`src/rtl/clpwr_pkg.sv`:
```
package clpwr_pkg;
  localparam int DATA_W = 32;
  localparam int ADDR_W = 8;
  localparam int NCLUS  = 2;
  localparam int NCPU   = 2;
  localparam int NREQ   = 3;
  localparam int STAT_W = 4 * NREQ;
  localparam int LVL_W  = 3;
  localparam int NLVL   = 1 << LVL_W;
  localparam int WAKE_W = 12;
  localparam int STBY_W = 3 + NCPU;
  localparam int NMBOX  = NCLUS * NCPU;
  localparam int MBOX_W = $clog2(NMBOX);
  localparam int ENT_W  = LVL_W + 1;

  localparam logic [ADDR_W-1:0] OFF_LVL_A = 8'h00;
  localparam logic [ADDR_W-1:0] OFF_LVL_B = 8'h08;
  localparam logic [ADDR_W-1:0] OFF_CMD   = 8'h10;
  localparam logic [ADDR_W-1:0] OFF_STAT  = 8'h18;
  localparam logic [ADDR_W-1:0] OFF_WMASK = 8'h24;
  localparam logic [ADDR_W-1:0] OFF_WRAW  = 8'h28;
  localparam logic [ADDR_W-1:0] OFF_WSTAT = 8'h2C;
  localparam logic [ADDR_W-1:0] OFF_PD_A  = 8'h30;
  localparam logic [ADDR_W-1:0] OFF_PD_B  = 8'h34;
  localparam logic [ADDR_W-1:0] OFF_STBY  = 8'h3C;
  localparam logic [ADDR_W-1:0] OFF_MB_A  = 8'h68;
  localparam logic [ADDR_W-1:0] OFF_RDAT  = 8'h74;
  localparam logic [ADDR_W-1:0] OFF_MB_B  = 8'h78;

  localparam logic [10:0] FN_TABLE = 11'd6;
  localparam logic [10:0] FN_STBY  = 11'd14;
  localparam logic [19:0] TBL_BASE_W = 20'h304;
  localparam logic [WAKE_W-1:0] MASK_KEEP = 12'hC00
                                          | 12'((1 << NCPU) - 1)
                                          | 12'(((1 << NCPU) - 1) << 4);

  typedef enum logic [1:0] {
    REQ_LVL_A = 2'd0,
    REQ_LVL_B = 2'd1,
    REQ_CFG   = 2'd2
  } reqType_e;

  typedef struct packed {
    logic              wrMask;
    logic              wrPdA;
    logic              wrPdB;
    logic              wrCmd;
    logic              wrMbox;
    logic [MBOX_W-1:0] mboxSel;
    logic              clrStatus;
    logic [STAT_W-1:0] statSet;
    logic              setLvlA;
    logic              setLvlB;
    logic [LVL_W-1:0]  newLvl;
    logic              loadResult;
    logic              resultIsStby;
    logic [ENT_W-1:0]  tblEntry;
  } ctrlStrobe_t;

  function automatic logic [ADDR_W-1:0] mboxOff(input int idx);
    if (idx < NCPU) return OFF_MB_A + ADDR_W'(4 * idx);
    return OFF_MB_B + ADDR_W'(4 * (idx - NCPU));
  endfunction

  function automatic logic sameWord(input logic [ADDR_W-1:0] a, input logic [ADDR_W-1:0] b);
    return a[ADDR_W-1:2] == b[ADDR_W-1:2];
  endfunction

  function automatic logic [DATA_W-1:0] opEntry(input logic [ENT_W-1:0] ent);
    logic [11:0] mv;
    logic [19:0] code;
    logic [LVL_W-1:0] i;
    i = ent[LVL_W-1:0];
    if (!ent[LVL_W]) begin
      mv   = 12'd800 + 12'd25 * {9'd0, i};
      code = 20'd25000 + 20'd5000 * {17'd0, i};
    end else begin
      mv   = 12'd850 + 12'd20 * {9'd0, i};
      code = 20'd17500 + 20'd2500 * {17'd0, i};
    end
    return {mv, code};
  endfunction
endpackage

```
`src/rtl/clpwr_ctrl.sv`:
```
module clpwr_ctrl
  import clpwr_pkg::*;
#(
  parameter int LATENCY = 16
) (
  input  logic              clk,
  input  logic              rstN,
  input  logic [ADDR_W-1:0] busAddr,
  input  logic              busWe,
  input  logic              busRd,
  input  logic [DATA_W-1:0] busWdata,
  output ctrlStrobe_t       strb
);
  localparam int CNT_W = (LATENCY < 2) ? 1 : $clog2(LATENCY);
  localparam logic [CNT_W-1:0] CNT_LOAD = CNT_W'(LATENCY - 1);

  logic             busy;
  logic [CNT_W-1:0] cnt;
  reqType_e         curType;
  logic             curBad;
  logic [LVL_W-1:0] curLvl;
  logic             curStby;
  logic [ENT_W-1:0] curEntry;
  logic [NREQ-1:0]  rejPend;

  logic [NREQ-1:0]  reqVec;
  logic [NREQ-1:0]  rejNow;
  logic             anyReq;
  logic             accept;
  logic             finish;
  logic             lvlBad;
  logic [10:0]      cfgFunc;
  logic [19:0]      cfgOff;
  logic [19:0]      tblRel;
  logic             tblHit;
  logic             stbyHit;

  assign reqVec[0] = busWe && sameWord(busAddr, OFF_LVL_A);
  assign reqVec[1] = busWe && sameWord(busAddr, OFF_LVL_B);
  assign reqVec[2] = busWe && sameWord(busAddr, OFF_CMD) && busWdata[DATA_W-1];
  assign anyReq    = |reqVec;
  assign accept    = anyReq && !busy;
  assign finish    = busy && (cnt == '0);
  assign rejNow    = rejPend | (busy ? reqVec : '0);

  assign lvlBad  = busWdata >= DATA_W'(NLVL);
  assign cfgFunc = busWdata[30:20];
  assign cfgOff  = busWdata[19:0];
  assign tblRel  = cfgOff - TBL_BASE_W;
  assign tblHit  = (cfgFunc == FN_TABLE) && (cfgOff >= TBL_BASE_W)
                && (cfgOff < TBL_BASE_W + 20'(2 * NLVL));
  assign stbyHit = (cfgFunc == FN_STBY) && (cfgOff == '0);

  always_ff @(posedge clk or negedge rstN) begin
    if (!rstN) begin
      busy     <= 1'b0;
      cnt      <= '0;
      curType  <= REQ_LVL_A;
      curBad   <= 1'b0;
      curLvl   <= '0;
      curStby  <= 1'b0;
      curEntry <= '0;
      rejPend  <= '0;
    end else begin
      if (finish) begin
        busy    <= 1'b0;
        rejPend <= '0;
      end else if (busy) begin
        cnt     <= cnt - 1'b1;
        rejPend <= rejNow;
      end else if (accept) begin
        busy     <= 1'b1;
        cnt      <= CNT_LOAD;
        curLvl   <= busWdata[LVL_W-1:0];
        curEntry <= tblRel[ENT_W-1:0];
        curStby  <= stbyHit;
        if (reqVec[2]) begin
          curType <= REQ_CFG;
          curBad  <= !(tblHit || stbyHit);
        end else begin
          curType <= reqVec[1] ? REQ_LVL_B : REQ_LVL_A;
          curBad  <= lvlBad;
        end
      end
    end
  end

  always_comb begin
    strb = '0;
    strb.wrMask    = busWe && sameWord(busAddr, OFF_WMASK);
    strb.wrPdA     = busWe && sameWord(busAddr, OFF_PD_A);
    strb.wrPdB     = busWe && sameWord(busAddr, OFF_PD_B);
    strb.wrCmd     = busWe && sameWord(busAddr, OFF_CMD);
    strb.clrStatus = busRd && sameWord(busAddr, OFF_STAT);
    for (int m = 0; m < NMBOX; m++) begin
      if (busWe && sameWord(busAddr, mboxOff(m))) begin
        strb.wrMbox  = 1'b1;
        strb.mboxSel = MBOX_W'(m);
      end
    end
    for (int t = 0; t < NREQ; t++) begin
      if (finish && int'(curType) == t) begin
        if (curBad) strb.statSet[4*t+1] = 1'b1;
        else        strb.statSet[4*t]   = 1'b1;
      end
      if (finish && rejNow[t]) strb.statSet[4*t+1] = 1'b1;
    end
    strb.newLvl       = curLvl;
    strb.setLvlA      = finish && !curBad && (curType == REQ_LVL_A);
    strb.setLvlB      = finish && !curBad && (curType == REQ_LVL_B);
    strb.loadResult   = finish && !curBad && (curType == REQ_CFG);
    strb.resultIsStby = curStby;
    strb.tblEntry     = curEntry;
  end


  busy_hold_chk: assert property (@(posedge clk) disable iff (!rstN)
    (busy && cnt != '0) |=> busy);

  cnt_range_chk: assert property (@(posedge clk) disable iff (!rstN)
    accept |=> (busy && cnt == CNT_LOAD));

  type_frozen_chk: assert property (@(posedge clk) disable iff (!rstN)
    (busy && cnt != '0) |=> $stable(curType));

  finish_idle_chk: assert property (@(posedge clk) disable iff (!rstN)
    finish |=> !busy);
endmodule

```
`src/rtl/clpwr_datapath.sv`:
```
module clpwr_datapath
  import clpwr_pkg::*;
(
  input  logic              clk,
  input  logic              rstN,
  input  ctrlStrobe_t       strb,
  input  logic [ADDR_W-1:0] busAddr,
  input  logic [DATA_W-1:0] busWdata,
  input  logic [WAKE_W-1:0] wakeIn,
  input  logic [2*NCPU-1:0] wfiIn,
  output logic [DATA_W-1:0] rdData,
  output logic              irqOut
);
  logic [LVL_W-1:0]  lvlA, lvlB;
  logic [DATA_W-1:0] cmdReg;
  logic [STAT_W-1:0] statusReg;
  logic [WAKE_W-1:0] maskReg, rawReg;
  logic              pdA, pdB;
  logic [STBY_W-1:0] stbyReg, stbyNext;
  logic [DATA_W-1:0] resultReg;
  logic [DATA_W-1:0] mbox [NMBOX];

  always_comb begin
    stbyNext = '0;
    for (int n = 0; n < NCPU; n++) begin
      stbyNext[n]     = wfiIn[n];
      stbyNext[3 + n] = wfiIn[NCPU + n];
    end
  end

  always_ff @(posedge clk or negedge rstN) begin
    if (!rstN) begin
      lvlA      <= '0;
      lvlB      <= '0;
      cmdReg    <= '0;
      statusReg <= '0;
      maskReg   <= '0;
      rawReg    <= '0;
      pdA       <= 1'b0;
      pdB       <= 1'b0;
      stbyReg   <= '0;
      resultReg <= '0;
    end else begin
      rawReg    <= wakeIn;
      stbyReg   <= stbyNext;
      statusReg <= (strb.clrStatus ? '0 : statusReg) | strb.statSet;
      if (strb.setLvlA) lvlA <= strb.newLvl;
      if (strb.setLvlB) lvlB <= strb.newLvl;
      if (strb.wrCmd)   cmdReg <= busWdata;
      if (strb.wrMask)  maskReg <= busWdata[WAKE_W-1:0] & MASK_KEEP;
      if (strb.wrPdA)   pdA <= busWdata[0];
      if (strb.wrPdB)   pdB <= busWdata[0];
      if (strb.loadResult)
        resultReg <= strb.resultIsStby ? DATA_W'(stbyReg) : opEntry(strb.tblEntry);
    end
  end

  for (genvar g = 0; g < NMBOX; g++) begin : g_mbox
    always_ff @(posedge clk or negedge rstN) begin
      if (!rstN) mbox[g] <= '0;
      else if (strb.wrMbox && strb.mboxSel == MBOX_W'(g)) mbox[g] <= busWdata;
    end
  end

  assign irqOut = |statusReg;

  always_comb begin
    rdData = '0;
    case (busAddr[ADDR_W-1:2])
      OFF_LVL_A[ADDR_W-1:2]: rdData = DATA_W'(lvlA);
      OFF_LVL_B[ADDR_W-1:2]: rdData = DATA_W'(lvlB);
      OFF_CMD[ADDR_W-1:2]:   rdData = cmdReg;
      OFF_STAT[ADDR_W-1:2]:  rdData = DATA_W'(statusReg);
      OFF_WMASK[ADDR_W-1:2]: rdData = DATA_W'(maskReg);
      OFF_WRAW[ADDR_W-1:2]:  rdData = DATA_W'(rawReg);
      OFF_WSTAT[ADDR_W-1:2]: rdData = DATA_W'(rawReg & maskReg);
      OFF_PD_A[ADDR_W-1:2]:  rdData = DATA_W'(pdA);
      OFF_PD_B[ADDR_W-1:2]:  rdData = DATA_W'(pdB);
      OFF_STBY[ADDR_W-1:2]:  rdData = DATA_W'(stbyReg);
      OFF_RDAT[ADDR_W-1:2]:  rdData = resultReg;
      default:               rdData = '0;
    endcase
    for (int m = 0; m < NMBOX; m++)
      if (sameWord(busAddr, mboxOff(m))) rdData = mbox[m];
  end


  irq_drop_chk: assert property (@(posedge clk) disable iff (!rstN)
    (strb.clrStatus && strb.statSet == '0) |=> !irqOut);

  flag_post_chk: assert property (@(posedge clk) disable iff (!rstN)
    (|strb.statSet) |=> ((statusReg & $past(strb.statSet)) == $past(strb.statSet)));

  lvl_hold_chk: assert property (@(posedge clk) disable iff (!rstN)
    (!strb.setLvlA && !strb.setLvlB) |=> ($stable(lvlA) && $stable(lvlB)));

  result_hold_chk: assert property (@(posedge clk) disable iff (!rstN)
    !strb.loadResult |=> $stable(resultReg));
endmodule

```
`src/rtl/clpwr_top.sv`:
```
module clpwr_top
  import clpwr_pkg::*;
#(
  parameter int LATENCY = 16
) (
  input  logic        clk,
  input  logic        rstN,
  input  logic [7:0]  busAddr,
  input  logic        busWe,
  input  logic        busRd,
  input  logic [31:0] busWdata,
  output logic [31:0] busRdata,
  input  logic [11:0] wakeIn,
  input  logic [3:0]  wfiIn,
  output logic        irqOut
);
  ctrlStrobe_t strb;

  clpwr_ctrl #(.LATENCY(LATENCY)) u_ctrl (
    .clk      (clk),
    .rstN     (rstN),
    .busAddr  (busAddr),
    .busWe    (busWe),
    .busRd    (busRd),
    .busWdata (busWdata),
    .strb     (strb)
  );

  clpwr_datapath u_dp (
    .clk      (clk),
    .rstN     (rstN),
    .strb     (strb),
    .busAddr  (busAddr),
    .busWdata (busWdata),
    .wakeIn   (wakeIn),
    .wfiIn    (wfiIn),
    .rdData   (busRdata),
    .irqOut   (irqOut)
  );
endmodule

```
`config.mk`:
```
export PLATFORM = sky130hd
export DESIGN_NAME = clpwr_top
export DESIGN_NICKNAME = d
export VERILOG_FILES = /design/src/rtl/clpwr_pkg.sv /design/src/rtl/clpwr_ctrl.sv /design/src/rtl/clpwr_datapath.sv /design/src/rtl/clpwr_top.sv
export SDC_FILE = /design/constraint.sdc
export NUM_CORES = 1
export LEC_CHECK = 0
export ABC_AREA = 0
export BUFFER_PORTS_ARGS = -buffer_cell sky130_fd_sc_hd__buf_2
export CORE_MARGIN = 2
export CORE_UTILIZATION = 60
export DETAILED_ROUTE_END_ITERATION = 12
export GPL_TIMING_DRIVEN = 0
export PLACE_DENSITY = 0.8
export SYNTH_ARGS = -nofsm -noshare
export SYNTH_HDL_FRONTEND = slang
export SYNTH_HIERARCHICAL = 1
export SYNTH_SLANG_ARGS = --single-unit
```
`constraint.sdc`:
```
create_clock -name clk -period 6.8 [get_ports clk]
set_clock_uncertainty 0.1 [all_clocks]
set_input_delay 1.36 -clock clk [delete_from_list [all_inputs] [get_ports clk]]
set_output_delay 1.36 -clock clk [all_outputs]
set_load 0.01 [all_outputs]
```
==> summary.md <==
| Metric | Value |
|---|---|
| YS warnings | `6` |
| Measured slew at the worst slew-check pin | `820 ps` |
| Final nets | `1222` |
| Boundary Pins | `93` |
| Worst Hold Path EP | `u_dp/resultReg[2]` |
| FF/Latch Area | `6180 um^2` |
| Area Overhead vs Synth | `14.1%` |
| # DRC | `0` |
| ANT cells | `0` |
| CTS buffer count | `26` |
| Final Hold Fails | `0` |
| Largest net degree at the start of global routing | `124` |
| Vias in the first global route | `9322` |
| Initial antenna violation count | `0` |
| Status | `completed` |
| Part of the power in registers | `0.454` |
| Post-DP Area | `12900 um^2` |
| Post-Synthesis Cell Area | `12100 um^2` |
| Grt ovf | `0` |
| Worst hold slack | `385 ps` |
| Worst path cell trace | `buf_2, buf_4, and2_1, clkbuf_1, and2_1, buf_2, buf_2, a22oi_1, a31oi_1, buf_2` |
| Final Instance Area | `13800 um^2` |
| Vias per cell | `6.51` |
| HP Start | `u_dp/resultReg[2]` |
| CTS root buffer | `clkbuf_16` |
| Vias | `9194` |
| Int Power | `2.73 mW` |
| VDD IR max | `225 uV` |
| Die footprint | `21300 um^2` |
| Fillers | `1410` |
| Pins Over Slew Limit | `0` |
| Required time of the worst setup path | `5340 ps` |
| Achievable Freq | `0.194 GHz` |
| Std cell rows | `51` |
| Core area | `19600 um^2` |
| Max-cap violation count | `0` |
| Worst setup SP type | `primary input` |
| H-tree depth | `1` |
| RR Startpoint | `u_ctrl/cnt[0]` |
| Ys async rst share | `1.00` |
| Leakage | `6.56 nW` |
| Post-CTS sizing | `0` |
| Gate power share | `0.176` |
| RR Endpoint | `u_dp/resultReg[15]` |
| Net Sw Frac | `0.279` |
| Mean Syn Cell Area | `12.0 um^2` |
| NetSw | `1.06 mW` |
| Global Route Usage Sum | `0.310` |
| Effective utilization at floorplan | `0.616` |
| WP depth | `10` |
| Worst endpoint data arrival time | `3680 ps` |
| HPWL after DPL | `22.5 mm` |
| CTS Hold Buffers Added | `0` |
| Power, Total | `3.79 mW` |
| Final min period | `5140 ps` |
| Crit Path Category | `primary input to output port` |
| Clk buf depth | `3` |
| R2R Setup Slk | `3040 ps` |
| Final WL | `32.9 mm` |
| RSZ-0062 raised after global routing | `false` |
| Share of post-route cells with drive strength above 1 | `0.314` |
| Die W | `146 um` |
| CP top delay family | `buffers and inverters` |
| Post-synth EDFFs | `0` |
| Port Buf Inserts | `90` |
| Synthesized flop and latch total | `247` |
| Starting DRT DRC Count | `969` |
| RD Place Congestion | `0.989` |
| Primary FF master, synth | `dfrtp_1` |
| Worst slew margin | `0.453` |
| Min-Delay Path Class | `flop to flop` |
| Post-route ant nets | `0` |
| Post-CTS Setup Repair Bufs | `0` |
| Reg clk slew, reported paths | `50 ps` |
| R2R depth | `11` |
| Most frequent CP cell | `buf_2` |
| CP Max Fanout | `10` |
| Synth Instances | `1008` |
| Area occupied by multi-input gates | `5460 um^2` |
| Clock sink total | `247` |
| Final worst path period share | `0.756` |
| Crit end category | `output port` |
| Hold path depth | `1` |
| DRT Pass-1 Iters | `5` |
| Register area share after synthesis | `0.512` |
| CP max-delay cell | `a31oi_1` |
| Final Setup Violations | `0` |
| WL/cell | `23.3 um` |
| First-pass GRT wire length | `52.1 mm` |
| Post-synth cell types | `75` |
| Clk network pwr share | `0.370` |
| Max incr delay on CP | `360 ps` |
| Pwr Density | `275 nW/um^2` |
| CTS tree | `yes` |
| Worst-Skew Late Latency | `520 ps` |
| Worst Path Buf+Inv | `6` |
| Die Span Y | `146 um` |
-- cells in the mapped netlist (14+ instances only) --
library cell | n | share of area
buf_2 | 15 | 0.0062
buf_4 | 14 | 0.0087
mux2_2 | 185 | 0.17
a22oi_1 | 63 | 0.039
a21o_1 | 16 | 0.0099
nor2_1 | 53 | 0.016
o21ai_0 | 16 | 0.0066
dfrtp_1 | 247 | 0.51
a31oi_1 | 16 | 0.0083
clkbuf_1 | 30 | 0.0093
ha_1 | 25 | 0.026
nand2_1 | 48 | 0.015
nand3_1 | 22 | 0.0091
a41oi_1 | 17 | 0.012
inv_1 | 27 | 0.0084
nor4_1 | 15 | 0.0078
a21oi_1 | 16 | 0.0066
-- sequential cells by signal (all words and copies together) (netlist names), 4 cells and up --
name            count
u_dp/statusReg     12
u_dp/cmdReg        32
u_ctrl/cnt          4
u_dp/resultReg     28
u_dp/maskReg        6
u_dp/mbox         128
u_dp/stbyReg        4
u_dp/rawReg        12
-- power by group through the flow --
stage               registers [mW]  logic, mW  clock network [mW]
finish                        1.72      0.667                1.40
global route                  1.74      0.735                1.48
CTS                           1.72      0.659                1.42
detailed placement            1.74      0.654                   0
global placement              1.73      0.633                   0
floorplan                     1.70      0.469                   0
-- worst register-to-register path: stages, from the launching register on --
cell and delay, ps:
dfrtp_1 400, inv_1 110, ha_1 170, nor3b_1 530, nand2_1 350, nor4_1 420, clkbuf_1 470, clkinv_1 450
nand2_1 210, nand2_1 70, a311oi_1 250, a22oi_1 100
-- metrics by stage --
stage | setup slack (ps) | utilization | std cells | setup TNS, ps
after CTS | 1750 | 0.703 | 1413 | 0
after global placement | -81.3 | 0.657 | 1368 | -12510
final | 1660 | 0.703 | 1413 | 0
after global routing | 1570 | 0.703 | 1413 | 0
after detailed placement | 1790 | 0.661 | 1370 | 0
after floorplan | 2610 | - | 1013 | 0
-- how the worst max path moves through the flow --
stage,startpoint,to,slack [ps]
CTS,busAddr[3],busRdata[3],1750
global route,busAddr[3],busRdata[3],1570
floorplan,busAddr[5],busRdata[4],2610
finish,busAddr[3],busRdata[3],1660
global placement,rstN,u_dp/statusReg[11],-80
detailed placement,busAddr[3],busRdata[3],1790
-- layer usage --
| metal | GRT usage | up-vias | wire length (um) |
|---|---|---|---|
| met1 | 0.431 | 4662 | 13700 |
| met5 | 0 | - | 0 |
| li1 | - | 3985 | - |
| met2 | 0.506 | 463 | 15700 |
| met4 | 0.0966 | 0 | 1020 |
| met3 | 0.0483 | 84 | 2480 |
-- cell type report --
type / instances / area share
sequential: 247 / 0.449
multi-input combinational: 669 / 0.396
clock buffer: 34 / 0.0509
timing repair buffer: 92 / 0.0374
buffer: 69 / 0.0251
tap: 265 / 0.0241
clock inverter: 9 / 0.00981
inverter: 28 / 0.00763
-- layout by cell type, fill, tap and decap left out, types with 5 or more instances in the layout --
cell       count
buf_4         14
nand2b_1       5
inv_1         27
a21oi_1       16
a22oi_1       63
nor4_1        15
buf_1          8
o2bb2ai_1      8
a221o_1        9
and2_1        11
nor4b_1        6
nor3_1        11
clkbuf_16     26
nand4_1        5
dfrtp_1      247
nor2_1        53
a31oi_1       16
mux2_2       185
a221oi_1       6
nand3_1       22
a211oi_1       7
and3_1        10
a21o_1        16
o21ai_0       16
xnor2_1        9
ha_1          25
conb_1         6
nand2_1       48
clkbuf_1      36
nor2b_1       11
a41oi_1       17
buf_2        104
-- kinds of logic after synthesis --
group	Yosys count	synth area share
and+or+nand+nor	223	0.0986
adders and majority gates	29	0.0325
AOI/OAI and AO/OA	209	0.134
other	1	0.000311
muxes	189	0.176
xor gates and xnor gates	13	0.00943
DFF	247	0.512
buffers and inverters	97	0.0373
Power figures use the tool's default switching activity.
